`src/rtl/wdw_pkg.sv`:
```
// Shared offsets, byte codes and field decoders for the windowed watchdog.
// Assumes byte-addressed registers on even offsets and a 16-bit control word.
package wdw_pkg;

    localparam int unsigned OFS_REFRESH = 0;
    localparam int unsigned OFS_CTRL    = 2;
    localparam int unsigned OFS_STATUS  = 4;
    localparam int unsigned OFS_RESP    = 6;

    localparam logic [7:0] ARM_BYTE  = 8'h00;
    localparam logic [7:0] FIRE_BYTE = 8'hFF;

    // Control field positions (decoded by the counter and prescaler).
    localparam int unsigned PER_LSB   = 0;
    localparam int unsigned DIV_LSB   = 4;
    localparam int unsigned WEND_LSB  = 8;
    localparam int unsigned WOPEN_LSB = 12;
    localparam int unsigned RESP_SEL_BIT = 7;

    // Extra period exponent above the base period for each period code.
    function automatic int unsigned period_ext(input logic [1:0] code);
        case (code)
            2'b00:   return 0;
            2'b01:   return 2;
            2'b10:   return 3;
            default: return 4;
        endcase
    endfunction

    // Divider exponent for each divider code; unknown codes divide by one.
    function automatic int unsigned div_shift(input logic [3:0] code);
        case (code)
            4'b0001: return 2;
            4'b0101: return 8;
            4'b1000: return 13;
            default: return 0;
        endcase
    endfunction

    // Quarters of the period below which the window opens.
    function automatic int unsigned open_quarters(input logic [1:0] code);
        return int'(code) + 1;
    endfunction

    // Quarters of the period below which the window closes.
    function automatic int unsigned close_quarters(input logic [1:0] code);
        return 3 - int'(code);
    endfunction

endpackage

```
`src/rtl/wdw_prescaler.sv`:
```
// Count-clock prescaler: emits one tick every 2^shift enabled cycles.
// Assumes PRESC_W covers the largest divider exponent; clr restarts the phase.
module wdw_prescaler #(
    parameter int PRESC_W = 13
) (
    input  logic       clk,
    input  logic       rst_n,
    input  logic       en,
    input  logic       clr,
    input  logic [3:0] div_sel,
    output logic       tick
);
    import wdw_pkg::*;

    localparam int LIM_W = PRESC_W + 1;

    logic [PRESC_W-1:0] phase_q;
    logic [LIM_W-1:0]   limit;

    // Terminal phase value for the selected divider.
    always_comb begin
        limit = (LIM_W'(1) << div_shift(div_sel)) - LIM_W'(1);
        tick  = en && ({1'b0, phase_q} == limit);
    end

    // Phase counter, frozen when disabled, cleared on a counter load.
    always_ff @(posedge clk) begin
        if (!rst_n) begin
            phase_q <= '0;
        end else if (clr) begin
            phase_q <= '0;
        end else if (en) begin
            if (tick) phase_q <= '0;
            else      phase_q <= phase_q + 1'b1;
        end
    end

endmodule

```
`src/rtl/wdw_counter.sv`:
```
// Down-counter with period decode and refresh-window comparison.
// Assumes load and tick are single-cycle strobes; load wins over tick.
module wdw_counter #(
    parameter int BASE_SHIFT = 10,
    parameter int CNT_W      = BASE_SHIFT + 4
) (
    input  logic             clk,
    input  logic             rst_n,
    input  logic             load,
    input  logic             tick,
    input  logic [1:0]       period_sel,
    input  logic [1:0]       open_sel,
    input  logic [1:0]       close_sel,
    output logic [CNT_W-1:0] cnt_o,
    output logic [CNT_W-1:0] reload_o,
    output logic             running_o,
    output logic             uf_evt_o,
    output logic             win_open_o
);
    import wdw_pkg::*;

    localparam int LIM_W = CNT_W + 1;

    logic [CNT_W-1:0] cnt_q;
    logic             run_q;
    logic [LIM_W-1:0] period, quarter, open_lim, close_lim, per_m1;

    // Period, reload value and window edges from the control fields.
    always_comb begin
        period    = LIM_W'(1) << (BASE_SHIFT + period_ext(period_sel));
        quarter   = period >> 2;
        per_m1    = period - LIM_W'(1);
        open_lim  = quarter * LIM_W'(open_quarters(open_sel));
        close_lim = quarter * LIM_W'(close_quarters(close_sel));
    end

    // Window status and underflow strobe on the present count.
    always_comb begin
        reload_o   = per_m1[CNT_W-1:0];
        win_open_o = ({1'b0, cnt_q} < open_lim) && ({1'b0, cnt_q} >= close_lim);
        uf_evt_o   = run_q && tick && !load && (cnt_q == '0);
    end

    // Count register: load, decrement per tick, wrap to the reload on underflow.
    always_ff @(posedge clk) begin
        if (!rst_n) begin
            cnt_q <= '0;
            run_q <= 1'b0;
        end else if (load) begin
            cnt_q <= reload_o;
            run_q <= 1'b1;
        end else if (run_q && tick) begin
            if (cnt_q == '0) cnt_q <= reload_o;
            else             cnt_q <= cnt_q - 1'b1;
        end
    end

    assign cnt_o     = cnt_q;
    assign running_o = run_q;

endmodule

```
`src/rtl/wdw_regs.sv`:
```
// Register file: refresh byte sequencer, write-once configuration,
// sticky status flags and read mux. Assumes at most one write per cycle.
module wdw_regs #(
    parameter int ADDR_W = 3,
    parameter int DATA_W = 16
) (
    input  logic              clk,
    input  logic              rst_n,
    input  logic              bus_wr,
    input  logic [ADDR_W-1:0] bus_addr,
    input  logic [DATA_W-1:0] bus_wdata,
    input  logic              running,
    input  logic              win_open,
    input  logic              uf_evt,
    output logic [DATA_W-1:0] ctrl_o,
    output logic [7:0]        resp_o,
    output logic              start_evt,
    output logic              reload_evt,
    output logic              err_evt,
    output logic              uf_flag,
    output logic              err_flag,
    output logic [DATA_W-1:0] rdata
);
    import wdw_pkg::*;

    logic              armed_q, ctrl_lock_q, resp_lock_q;
    logic [DATA_W-1:0] ctrl_q;
    logic [7:0]        resp_q;
    logic              uf_q, err_q;
    logic              wr_ref, wr_ctrl, wr_stat, wr_resp;
    logic              is_arm, is_fire, bad_seq;

    // Address decode of the write strobe.
    always_comb begin
        wr_ref  = bus_wr && (bus_addr == ADDR_W'(OFS_REFRESH));
        wr_ctrl = bus_wr && (bus_addr == ADDR_W'(OFS_CTRL));
        wr_stat = bus_wr && (bus_addr == ADDR_W'(OFS_STATUS));
        wr_resp = bus_wr && (bus_addr == ADDR_W'(OFS_RESP));
    end

    // Refresh pair classification and its outcome.
    always_comb begin
        is_arm     = wr_ref && (bus_wdata[7:0] == ARM_BYTE);
        is_fire    = wr_ref && (bus_wdata[7:0] == FIRE_BYTE) && armed_q;
        bad_seq    = wr_ref && !is_arm && !is_fire;
        start_evt  = is_fire && !running;
        reload_evt = is_fire && running && win_open;
        err_evt    = bad_seq || (is_fire && running && !win_open);
    end

    // Arming state of the two-byte refresh sequence.
    always_ff @(posedge clk) begin
        if (!rst_n)      armed_q <= 1'b0;
        else if (wr_ref) armed_q <= is_arm;
    end

    // Control register, writable once before counting starts.
    always_ff @(posedge clk) begin
        if (!rst_n) begin
            ctrl_q      <= '0;
            ctrl_lock_q <= 1'b0;
        end else begin
            if (wr_ctrl && !ctrl_lock_q) ctrl_q <= bus_wdata;
            if (wr_ctrl || start_evt)    ctrl_lock_q <= 1'b1;
        end
    end

    // Response register, writable once before counting starts.
    always_ff @(posedge clk) begin
        if (!rst_n) begin
            resp_q      <= '0;
            resp_lock_q <= 1'b0;
        end else begin
            if (wr_resp && !resp_lock_q) resp_q <= bus_wdata[7:0];
            if (wr_resp || start_evt)    resp_lock_q <= 1'b1;
        end
    end

    // Sticky flags: an event sets, a written zero clears, the event wins.
    always_ff @(posedge clk) begin
        if (!rst_n) begin
            uf_q  <= 1'b0;
            err_q <= 1'b0;
        end else begin
            if (uf_evt)                     uf_q <= 1'b1;
            else if (wr_stat && !bus_wdata[0]) uf_q <= 1'b0;
            if (err_evt)                    err_q <= 1'b1;
            else if (wr_stat && !bus_wdata[1]) err_q <= 1'b0;
        end
    end

    // Read mux; the refresh location reads as zero.
    always_comb begin
        rdata = '0;
        case (bus_addr)
            ADDR_W'(OFS_CTRL):   rdata = ctrl_q;
            ADDR_W'(OFS_STATUS): rdata = DATA_W'({err_q, uf_q});
            ADDR_W'(OFS_RESP):   rdata = DATA_W'(resp_q);
            default:             rdata = '0;
        endcase
    end

    assign ctrl_o   = ctrl_q;
    assign resp_o   = resp_q;
    assign uf_flag  = uf_q;
    assign err_flag = err_q;

endmodule

```
`src/rtl/wdw_top.sv`:
```
// Windowed watchdog top: wires registers, prescaler and counter and steers
// the sticky flags to the interrupt or reset-request output.
// Assumes a single clock and a synchronous active-low reset.
module wdw_top #(
    parameter int BASE_SHIFT = 10,
    parameter int PRESC_W    = 13,
    parameter int ADDR_W     = 3,
    parameter int DATA_W     = 16
) (
    input  logic              clk,
    input  logic              rst_n,
    input  logic              bus_wr,
    input  logic [ADDR_W-1:0] bus_addr,
    input  logic [DATA_W-1:0] bus_wdata,
    output logic [DATA_W-1:0] bus_rdata,
    input  logic              dbg_halt,
    output logic              irq_o,
    output logic              rst_req_o
);
    import wdw_pkg::*;

    localparam int CNT_W = BASE_SHIFT + 4;

    logic [DATA_W-1:0] ctrl_q;
    logic [7:0]        resp_q;
    logic              start_evt, reload_evt, err_evt;
    logic              uf_flag, err_flag;
    logic              running, win_open, uf_evt, tick, load;
    logic [CNT_W-1:0]  cnt, reload_val;

    wdw_regs #(.ADDR_W(ADDR_W), .DATA_W(DATA_W)) regs_i (
        .clk(clk), .rst_n(rst_n), .bus_wr(bus_wr), .bus_addr(bus_addr),
        .bus_wdata(bus_wdata), .running(running), .win_open(win_open),
        .uf_evt(uf_evt), .ctrl_o(ctrl_q), .resp_o(resp_q),
        .start_evt(start_evt), .reload_evt(reload_evt), .err_evt(err_evt),
        .uf_flag(uf_flag), .err_flag(err_flag), .rdata(bus_rdata)
    );

    // A counter load happens on start or on an accepted refresh.
    assign load = start_evt || reload_evt;

    wdw_prescaler #(.PRESC_W(PRESC_W)) presc_i (
        .clk(clk), .rst_n(rst_n), .en(running && !dbg_halt), .clr(load),
        .div_sel(ctrl_q[DIV_LSB +: 4]), .tick(tick)
    );

    wdw_counter #(.BASE_SHIFT(BASE_SHIFT), .CNT_W(CNT_W)) cnt_i (
        .clk(clk), .rst_n(rst_n), .load(load), .tick(tick),
        .period_sel(ctrl_q[PER_LSB +: 2]), .open_sel(ctrl_q[WOPEN_LSB +: 2]),
        .close_sel(ctrl_q[WEND_LSB +: 2]), .cnt_o(cnt), .reload_o(reload_val),
        .running_o(running), .uf_evt_o(uf_evt), .win_open_o(win_open)
    );

    // Response steering from the sticky flags.
    always_comb begin
        irq_o     = (uf_flag || err_flag) && !resp_q[RESP_SEL_BIT];
        rst_req_o = (uf_flag || err_flag) &&  resp_q[RESP_SEL_BIT];
    end

endmodule

```
`config.mk`:
```
export PLATFORM = sky130hd
export DESIGN_NAME = wdw_top
export DESIGN_NICKNAME = d
export VERILOG_FILES = /design/src/rtl/wdw_pkg.sv /design/src/rtl/wdw_prescaler.sv /design/src/rtl/wdw_counter.sv /design/src/rtl/wdw_regs.sv /design/src/rtl/wdw_top.sv
export SDC_FILE = /design/constraint.sdc
export NUM_CORES = 1
export LEC_CHECK = 0
export CAP_MARGIN = 5
export CORE_UTILIZATION = 58
export DETAILED_ROUTE_END_ITERATION = 8
export PLACE_DENSITY_LB_ADDON = 0.05
export SYNTH_ARGS = -nofsm -noshare
export SYNTH_HDL_FRONTEND = slang
export SYNTH_SLANG_ARGS = --single-unit
```
`constraint.sdc`:
```
create_clock -name clk -period 16.4 [get_ports clk]
set_clock_uncertainty 0.05 [all_clocks]
set_input_delay 4.1 -clock clk [delete_from_list [all_inputs] [get_ports clk]]
set_output_delay 4.1 -clock clk [all_outputs]
set_load 0.02 [all_outputs]
```
---- Word-level counts from Yosys, hierarchy flattened ----
Cells that the tools add are included.
storage, ports and cells
  bits in registers ....................... 57
  input port bits ......................... 23
  output and inout bits ................... 18
  word-level logic and storage cells ...... 94
operators by class
  $add $sub $neg .......................... 7
  $mul .................................... 2
  order comparisons ....................... 2
  eq/ne operators ......................... 10
  shift operators ......................... 2
  multiplexer cells ....................... 11
  bitwise gates (word level) .............. 1
  reduce and logical (&&, ||, !) cells .... 49
operators by type and width
  operator                                            count
  case mux 16 bit (3 select lines)                    1
  two-way mux 14 bit                                  3
  subtractor 14 x 1 -> 14 bit, second input constant  2
  logical AND 1 bit                                   25
  greater-or-equal comparator 14 x 15 -> 1 bit        1
  < comparator 14 x 15 -> 1 bit                       1
  multiplier 13 x 15 -> 15 bit                        1
  multiplier 13 x 3 -> 15 bit                         1
  left shift 1 x 5 -> 15 bit, first input constant    1
  == test 13 x 14 -> 1 bit                            1
  logical NOT 14 bit                                  1
  left shift 1 x 4 -> 14 bit, first input constant    1
  subtractor 14 x 2 -> 14 bit, second input constant  1
  adder 13 x 1 -> 13 bit, second input constant       1
  two-way mux 13 bit                                  1
  case mux 4 bit (3 select lines)                     1
  logical NOT 1 bit                                   11
  case mux 3 bit (3 select lines)                     1
  == test 8 bit, second input constant                1
  logical NOT 8 bit                                   1
  == test 3 bit, second input constant                2
  nonzero test 2 bit                                  3
  adder 4 x 3 -> 5 bit, first input constant          1
  logical OR 1 bit                                    5
  13 further kinds                                    16

---- Logic depth before layout (Yosys ltp) ----
Gate-level depths: netlist of the first run.
  depth in word-level cells ............... 13
  gate-level depth with buffers ........... 28
  gate-level depth less buffers ........... 26

---- Modules after synthesis ----
From an unflattened synthesis of the first run, not the netlist that was laid out.
second synthesis, totals
  cell total of the unflattened synthesis .. 696
  area, all modules ....................... 5785.5 um2
by module, submodules not included
  module         times used  cells an instance  area each (um2)  seq. area each (um2)
  wdw_counter    1           458                3639.7           300.3
  wdw_regs       1           152                1396.3           580.6
  wdw_prescaler  1           82                 719.4            260.2
  wdw_top        1           4                  30.0             0.0

---- Worst setup path before layout of the first run ----
No wires, ideal clock.
  path type ............................... input -> output
  start point ............................. in bus_addr[2]
  end point ............................... out bus_rdata[4]
  arrival ................................. 5137 ps
  data required time ...................... 12250 ps
  setup slack ............................. 7113 ps
  stages .................................. 4
  buffers on the path ..................... 1
  cell sequence ........................... and2b_2 -> nor2b_1 -> clkbuf_1 -> a22o_1
on the way
  cells in the longest elaborated chain, start to end .. 2
  elaborated cells on any way between the ends .. 4
  those cells by class .................... eq/ne: 3; mux: 1
RTL lines
  item                                                     RTL line        RTL
  start: declaration                                       wdw_top.sv:13   input logic [ADDR_W-1:0] bus_addr,
  == test 3 bit or == test 3 x 2 -> 1 bit (tied branches)  wdw_regs.sv:95  case (bus_addr)
  case mux 16 bit (3 select lines) (*)                     wdw_regs.sv:95
  end: declaration                                         wdw_top.sv:15   output logic [DATA_W-1:0] bus_rdata,
Mark *: on every way between the ends. The rest lies on a longest branch, timed or not.

---- Final worst setup path of the first run ----
  start point ............................. in bus_addr[1]
  end point ............................... out bus_rdata[5]
The elaborated chain is that of the path after synthesis.

==> results of run 1 <==
==> through the flow <==
stage | power [W] | utilization [%]
2_1_floorplan | 0.000202 | -
5_1_grt | 0.000374 | 67.6
3_3_place_gp | 0.000217 | 65.5
6_report | 0.000353 | 67.6
3_5_place_dp | 0.000219 | 65.5
4_1_cts | 0.000350 | 67.6
==> Yosys cell counts, types with 6 or more instances <==
cell type,n
a21boi_0,28
a21oi_1,40
a22o_1,6
a31oi_1,9
and2_1,14
and4_1,6
clkbuf_1,11
dfxtp_1,57
fa_1,15
ha_1,94
inv_1,52
nand2_1,79
nand2b_1,8
nand3_1,16
nand4_1,14
nor2_1,39
nor2b_1,15
nor3_1,12
o21a_1,10
o21ai_0,23
or2_2,7
or3_1,7
xnor2_1,15
xor2_1,24
==> kinds of logic after synthesis <==
logic type | Yosys count
XOR/XNOR | 39
AND/OR/NAND/NOR | 253
adder cells (fa/ha/maj) | 109
flip-flops | 57
other | 2
multiplexers | 4
buffers and inverters | 70
AO/OA/AOI/OAI | 165
==> layout by cell type (no fill, tap or decap), types with 3 or more instances in the layout <==
cell type	instances
a22o_1	6
or3b_2	3
a2bb2oi_1	3
nand2_1	79
o21bai_1	4
nand4_1	14
nor3_1	12
nor2_1	39
xor2_1	24
mux2_2	3
a211oi_1	3
xnor2_1	15
dfxtp_1	57
a21boi_0	28
a31oi_1	9
and3_1	4
fa_1	15
clkdlybuf4s50_1	40
or2_2	7
a21oi_1	40
ha_1	94
or3_1	7
nand2b_1	8
and2_1	14
o21a_1	10
nand3_1	16
clkbuf_8	11
o21ai_1	4
o21ai_0	23
conb_1	31
and4_1	6
nor4_1	4
nor2b_1	15
inv_1	52
a21o_1	5
==> worst max-delay path, cell delays in order <==
cell and delay (ps):
clkdlybuf4s50_1 590, and2b_2 200, nor2b_1 840, a22o_1 280, clkdlybuf4s50_1 610
==> worst paths after layout <==
| path | endpoint | slack (ps) | cells past startpoint |
|---|---|---|---|
| worst max-delay path | bus_rdata[5] | 5620 | 5 |
| worst min-delay path | regs_i.ctrl_o[15] | 410 | 2 |
| worst max register to register | cnt_i.cnt_o[11] | 10350 | 25 |
| worst min register to register | regs_i.ctrl_o[15] | 410 | 2 |
==> registers in the layout (all words and copies together), names as in the netlist <==
| name | flops |
|---|---|
| cnt_i.cnt_o | 14 |
| regs_i.err_flag | 1 |
| presc_i.phase_q | 13 |
| regs_i.armed_q | 1 |
| regs_i.uf_flag | 1 |
| regs_i.resp_o | 8 |
| regs_i.ctrl_o | 16 |
| cnt_i.running_o | 1 |
| regs_i.ctrl_lock_q | 1 |
| regs_i.resp_lock_q | 1 |
==> cell type report <==
| cell class | instances | area share (%) |
|---|---|---|
| Multi-Input combinational cell | 601 | 68.0 |
| Sequential cell | 57 | 17.4 |
| Timing Repair Buffer | 41 | 6.21 |
| Inverter | 52 | 2.97 |
| Tap cell | 133 | 2.53 |
| Clock buffer | 12 | 2.36 |
| Clock inverter | 3 | 0.609 |
==> routing by layer <==
metal / vias up / GRT usage [%] / part of all wire, %
met3: 10 / 3.90 / 4.4
met2: 133 / 49.7 / 51
li1: 2586 / - / -
met1: 2456 / 31.9 / 44
met5: - / 0 / 0
met4: 0 / 8.13 / 1.1
==> power breakdown <==
group	switching [W]	leakage, nW	internal (W)
logic	0.0000435	2.52	0.0000356
clock network	0.0000547	0.102	0.0000771
registers	0.00000185	0.460	0.000140
total	0.000100	3.09	0.000253
==> flow_metrics.tcl, run 1 <==
set metrics [dict create \
    grt_max_degree 47 \
    hp-class "flop to flop" \
    syn_inst 699 \
    yosys_warnings 0 \
    grt_pass1_vias 4977 \
    slew_headroom_pct 23.1 \
    static-leakage-power_nw 3.09 \
    maxCapViolations 0 \
    finalHoldViolations 0 \
    peakVddDrop_mv 0.0570 \
    io_buffers 40 \
    ant_nets 0 \
    ys_seq_elements 57 \
    ioPinCount 41 \
    rsz0062_at_grt "no" \
    antennaDiodeCount 0 \
    first_iter_violations 251 \
    dieArea_um2 10400 \
    cts-buffers-inserted 9 \
    clock_sinks 57 \
    fp-row-count 36 \
    rr_startpoint "regs_i.ctrl_o[1]" \
    vias_per_cell 5.77 \
    synth-xor-area-share_pct 5.89 \
    drt-wirelength-per-cell_um 14.8 \
    synth-compound-area-share_pct 19.5 \
    yosysUniqueCellTypes 84 \
    synth_top_family_by_area "adder cells" \
    clk_pin_slew_ps 60 \
    dpl.cell_count 884 \
    synthAdderAreaFrac_pct 25.5 \
    slew_violations 0 \
    min_period_over_period_pct 65.7 \
    antenna_found_initial 0 \
    fp.coreArea_um2 9730 \
    muxShareOfSynthArea_pct 0.755 \
    nNetsFinal 894 \
    grt_pass1_wl_um 22100 \
    pre_cts_slack_ps 5610 \
    syn-cell-area_um2 5800 \
    startpoint "bus_addr[1]" \
    synth-simple-area-share_pct 23.4 \
    status "completed" \
    cts_buffer_depth 2 \
    nFillCells 851 \
    grt_usage_pct 26.9 \
    crit_path_end_kind "output port" \
    ys_seq_area_share_pct 19.7 \
    drt_wl_total_um 13300 \
    synth_area_leaders "ha_1 20%, dfxtp_1 20%, fa_1 5.2%" \
    die_w_um 102 \
    post-cts-setup-buffers 0 \
    post-route-min-period_ps 10780 \
    drive_gt1_share_pct 6.01 \
    criticalPathCategory "input pin to output port" \
    regArea_um2 1140 \
    fin_area_um2 6570 \
    setup_viol 0 \
    cts_hold_buf 0 \
    cts_tree "done" \
    required_ps 12250 \
    postSynthAreaPerCell_um2 8.30 \
    fmax_mhz 92.8 \
    synth_edf_count 0 \
    firstDrtPassIters 7 \
    drc 0 \
    fin_tns_setup_ps 0 \
    dpl_cell_area_um2 6380 \
    instances_no_fill 899 \
    synth_largest_area_cell "ha_1" \
    syn_to_final_growth_pct 13.3 \
    setup_slack_ps 5620 \
    place_hpwl_um 10300 \
    holdWs_ps 407 \
    cts_root_buf "clkbuf_8" \
    synth-main-ff-cell "dfxtp_1" \
    arrival_ps 6630 \
    insertion_delay_ps 340 \
    grt_overflow 0 \
    synth-async-reset-ratio_pct 0 \
    start_util_pct 59.6 \
    multi_input_area_um2 4470 \
    h-tree-depth 3 \
    via_count 5185 \
    worst_pin_slew_ps 1150 \
    worstSetupStartpointType "input pin" \
    die_y_um 102 \
    place.gp.congestion 0.923 \
    cp_max_fo 16 \
    cts-resized-gates 0 \
    netlist.area_leader.share_pct 20.3 \
    power_density_nw_per_um2 53.7 \
    hold_start "regs_i.ctrl_o[15]" \
]
No activity file was read; power rests on OpenSTA's default activity.
==> run 2, diff against run 1 <==
--- a/config.mk
+++ b/config.mk
@@ -6,7 +6,7 @@
 export NUM_CORES = 1
 export LEC_CHECK = 0
 export CAP_MARGIN = 5
-export CORE_UTILIZATION = 58
+export CORE_UTILIZATION = 55
 export DETAILED_ROUTE_END_ITERATION = 8
 export PLACE_DENSITY_LB_ADDON = 0.05
 export SYNTH_ARGS = -nofsm -noshare
==> constraint.sdc (replaced) <==
create_clock -name clk -period 9 [get_ports clk]
set_clock_uncertainty 0.05 [all_clocks]
set_input_delay 2.25 -clock clk [delete_from_list [all_inputs] [get_ports clk]]
set_output_delay 2.25 -clock clk [all_outputs]
set_load 0.02 [all_outputs]
==> run 2 against run 1 <==
  * Non-clock buffer count did not move
  * Core utilization fell by 3.8 points
  * Clock power grew 62%
  * Count of clock-buffer cells in the layout up 1
  * Sequential cell count stayed put
  * Via count decreased by 0.87%
  * Register-to-register slack worse by 7500 ps
  * Sequential share of layout area about the same
  * First-iteration DRC count rose by 23%
  * Cell count increased by 0.44%
  * Die area up 5.3%
  * Critical endpoint unchanged
  * Largest cell class unchanged
  * Highest routed layer unchanged
==> flow_metrics.tcl, run 2 (synthesized netlist as in run 1, its figures left out) <==
set metrics [dict create \
    finalHoldViolations 0 \
    syn_to_final_growth_pct 13.0 \
    rr_startpoint "regs_i.ctrl_o[0]" \
    place_hpwl_um 10400 \
    pwr-share-seq_pct 41.9 \
    crit_path_end_kind "output port" \
    largest_reg_flops 16 \
    cts-resized-gates 0 \
    cts_buffer_depth 2 \
    vias_per_cell 5.69 \
    arrival_ps 4730 \
    slew_headroom_pct 23.3 \
    fmax_mhz 142 \
    power_density_nw_per_um2 94.1 \
    criticalPathCategory "input pin to output port" \
    p_switching_w 0.000183 \
    peakVddDrop_mv 0.0897 \
    drt_wl_total_um 13300 \
    min_period_over_period_pct 78.1 \
    dieArea_um2 11000 \
    start_util_pct 56.4 \
    io_buffers 40 \
    drt-wirelength-per-cell_um 14.7 \
    fp.coreArea_um2 10300 \
    rsz0062_at_grt "no" \
    die_w_um 105 \
    post-route-min-period_ps 7030 \
    worst_pin_slew_ps 1150 \
    insertion_delay_ps 340 \
    firstDrtPassIters 8 \
    cp_max_fo 16 \
    final_cell_mix "94 x ha_1, 79 x nand2_1, 57 x dfxtp_1" \
    cts_hold_buf 0 \
    cts-buffers-inserted 9 \
    die_y_um 105 \
    hold_start "regs_i.ctrl_o[11]" \
    hp-class "flop to flop" \
    maxCapViolations 0 \
    intPower_w 0.000434 \
    fin_util_pct 63.8 \
    holdWs_ps 413 \
    nNetsFinal 894 \
    drc 0 \
    dpl.cell_count 887 \
    grt_usage_pct 25.3 \
    ioPinCount 41 \
    post-cts-setup-buffers 0 \
    fin_tns_setup_ps 0 \
    grt_max_degree 47 \
    grt_pass1_wl_um 22700 \
    startpoint "bus_addr[1]" \
    cts_tree "done" \
    antenna_found_initial 0 \
    static-leakage-power_nw 3.08 \
    switching_share_pct 29.7 \
    grt_pass1_vias 5000 \
    clock_sinks 57 \
    instances_no_fill 903 \
    grt_overflow 0 \
    drive_gt1_share_pct 6.00 \
    required_ps 6700 \
    combinationalPowerShare_pct 23.3 \
    nFillCells 950 \
    place.gp.congestion 0.915 \
    via_count 5140 \
    cts_root_buf "clkbuf_8" \
    slew_violations 0 \
    first_iter_violations 308 \
    antennaDiodeCount 0 \
    layout_commonest_cell "ha_1" \
    p_clk_share_pct 34.8 \
    fp-row-count 37 \
    worstSetupStartpointType "input pin" \
    h-tree-depth 3 \
    status "completed" \
    clk_pin_slew_ps 60 \
    ant_nets 0 \
    setup_viol 0 \
]
## run 2: cell types whose count changed in the layout (fill, tap and decap cells not counted)
| cell | change |
|---|---|
| bufinv_16 | -1 |
| clkinv_2 | +1 |
| clkbuf_1 | +1 |
## run 2: power groups by stage
stage | registers (W) | logic [W] | clock network, W
3_5_place_dp | 0.000264 | 0.000135 | 0
3_3_place_gp | 0.000264 | 0.000131 | 0
6_report | 0.000259 | 0.000144 | 0.000214
5_1_grt | 0.000259 | 0.000167 | 0.000231
4_1_cts | 0.000258 | 0.000135 | 0.000222
2_1_floorplan | 0.000263 | 0.000105 | 0
## run 2: path summary, 6_finish.rpt
check                 endpoint  slack, ps  cells after the start
max               bus_rdata[5]       1970                      5
min          regs_i.ctrl_o[11]        410                      2
max reg2reg    cnt_i.cnt_o[11]       2880                     25
min reg2reg  regs_i.ctrl_o[11]        410                      2
## run 2: through the flow
| stage | setup WS, ps | total power, W | instance area [um^2] |
|---|---|---|---|
| after floorplan | 3410 | 0.000367 | 5910 |
| after global placement | 2060 | 0.000395 | 6380 |
| after detailed placement | 1930 | 0.000399 | 6380 |
| after CTS | 1960 | 0.000615 | 6560 |
| after global routing | 1840 | 0.000657 | 6560 |
| final | 1970 | 0.000617 | 6560 |
## run 2: worst max-delay path, stage by stage
cell,delay (ps)
clkdlybuf4s50_1,590
and2b_2,210
nor2b_1,790
a22o_1,280
clkdlybuf4s50_1,610
## run 2: area by class of cell
cell class,instances,area (um^2),area share [%]
sequential,57,1140,17.4
multi-input combinational,601,4470,68.1
clock buffer,13,159,2.42
timing repair buffer,41,408,6.22
tap,136,170,2.60
clock inverter,3,15.0,0.229
inverter,52,195,2.98
## run 2: per-layer routing
metal	part of all wire, %	vias to the layer above	wire (um)	GRT usage [%]
li1	-	2582	-	-
met3	3.0	14	393	3.62
met1	45	2456	5970	30.4
met5	0	-	0	0
met2	51	88	6780	46.5
met4	1.2	0	154	7.55
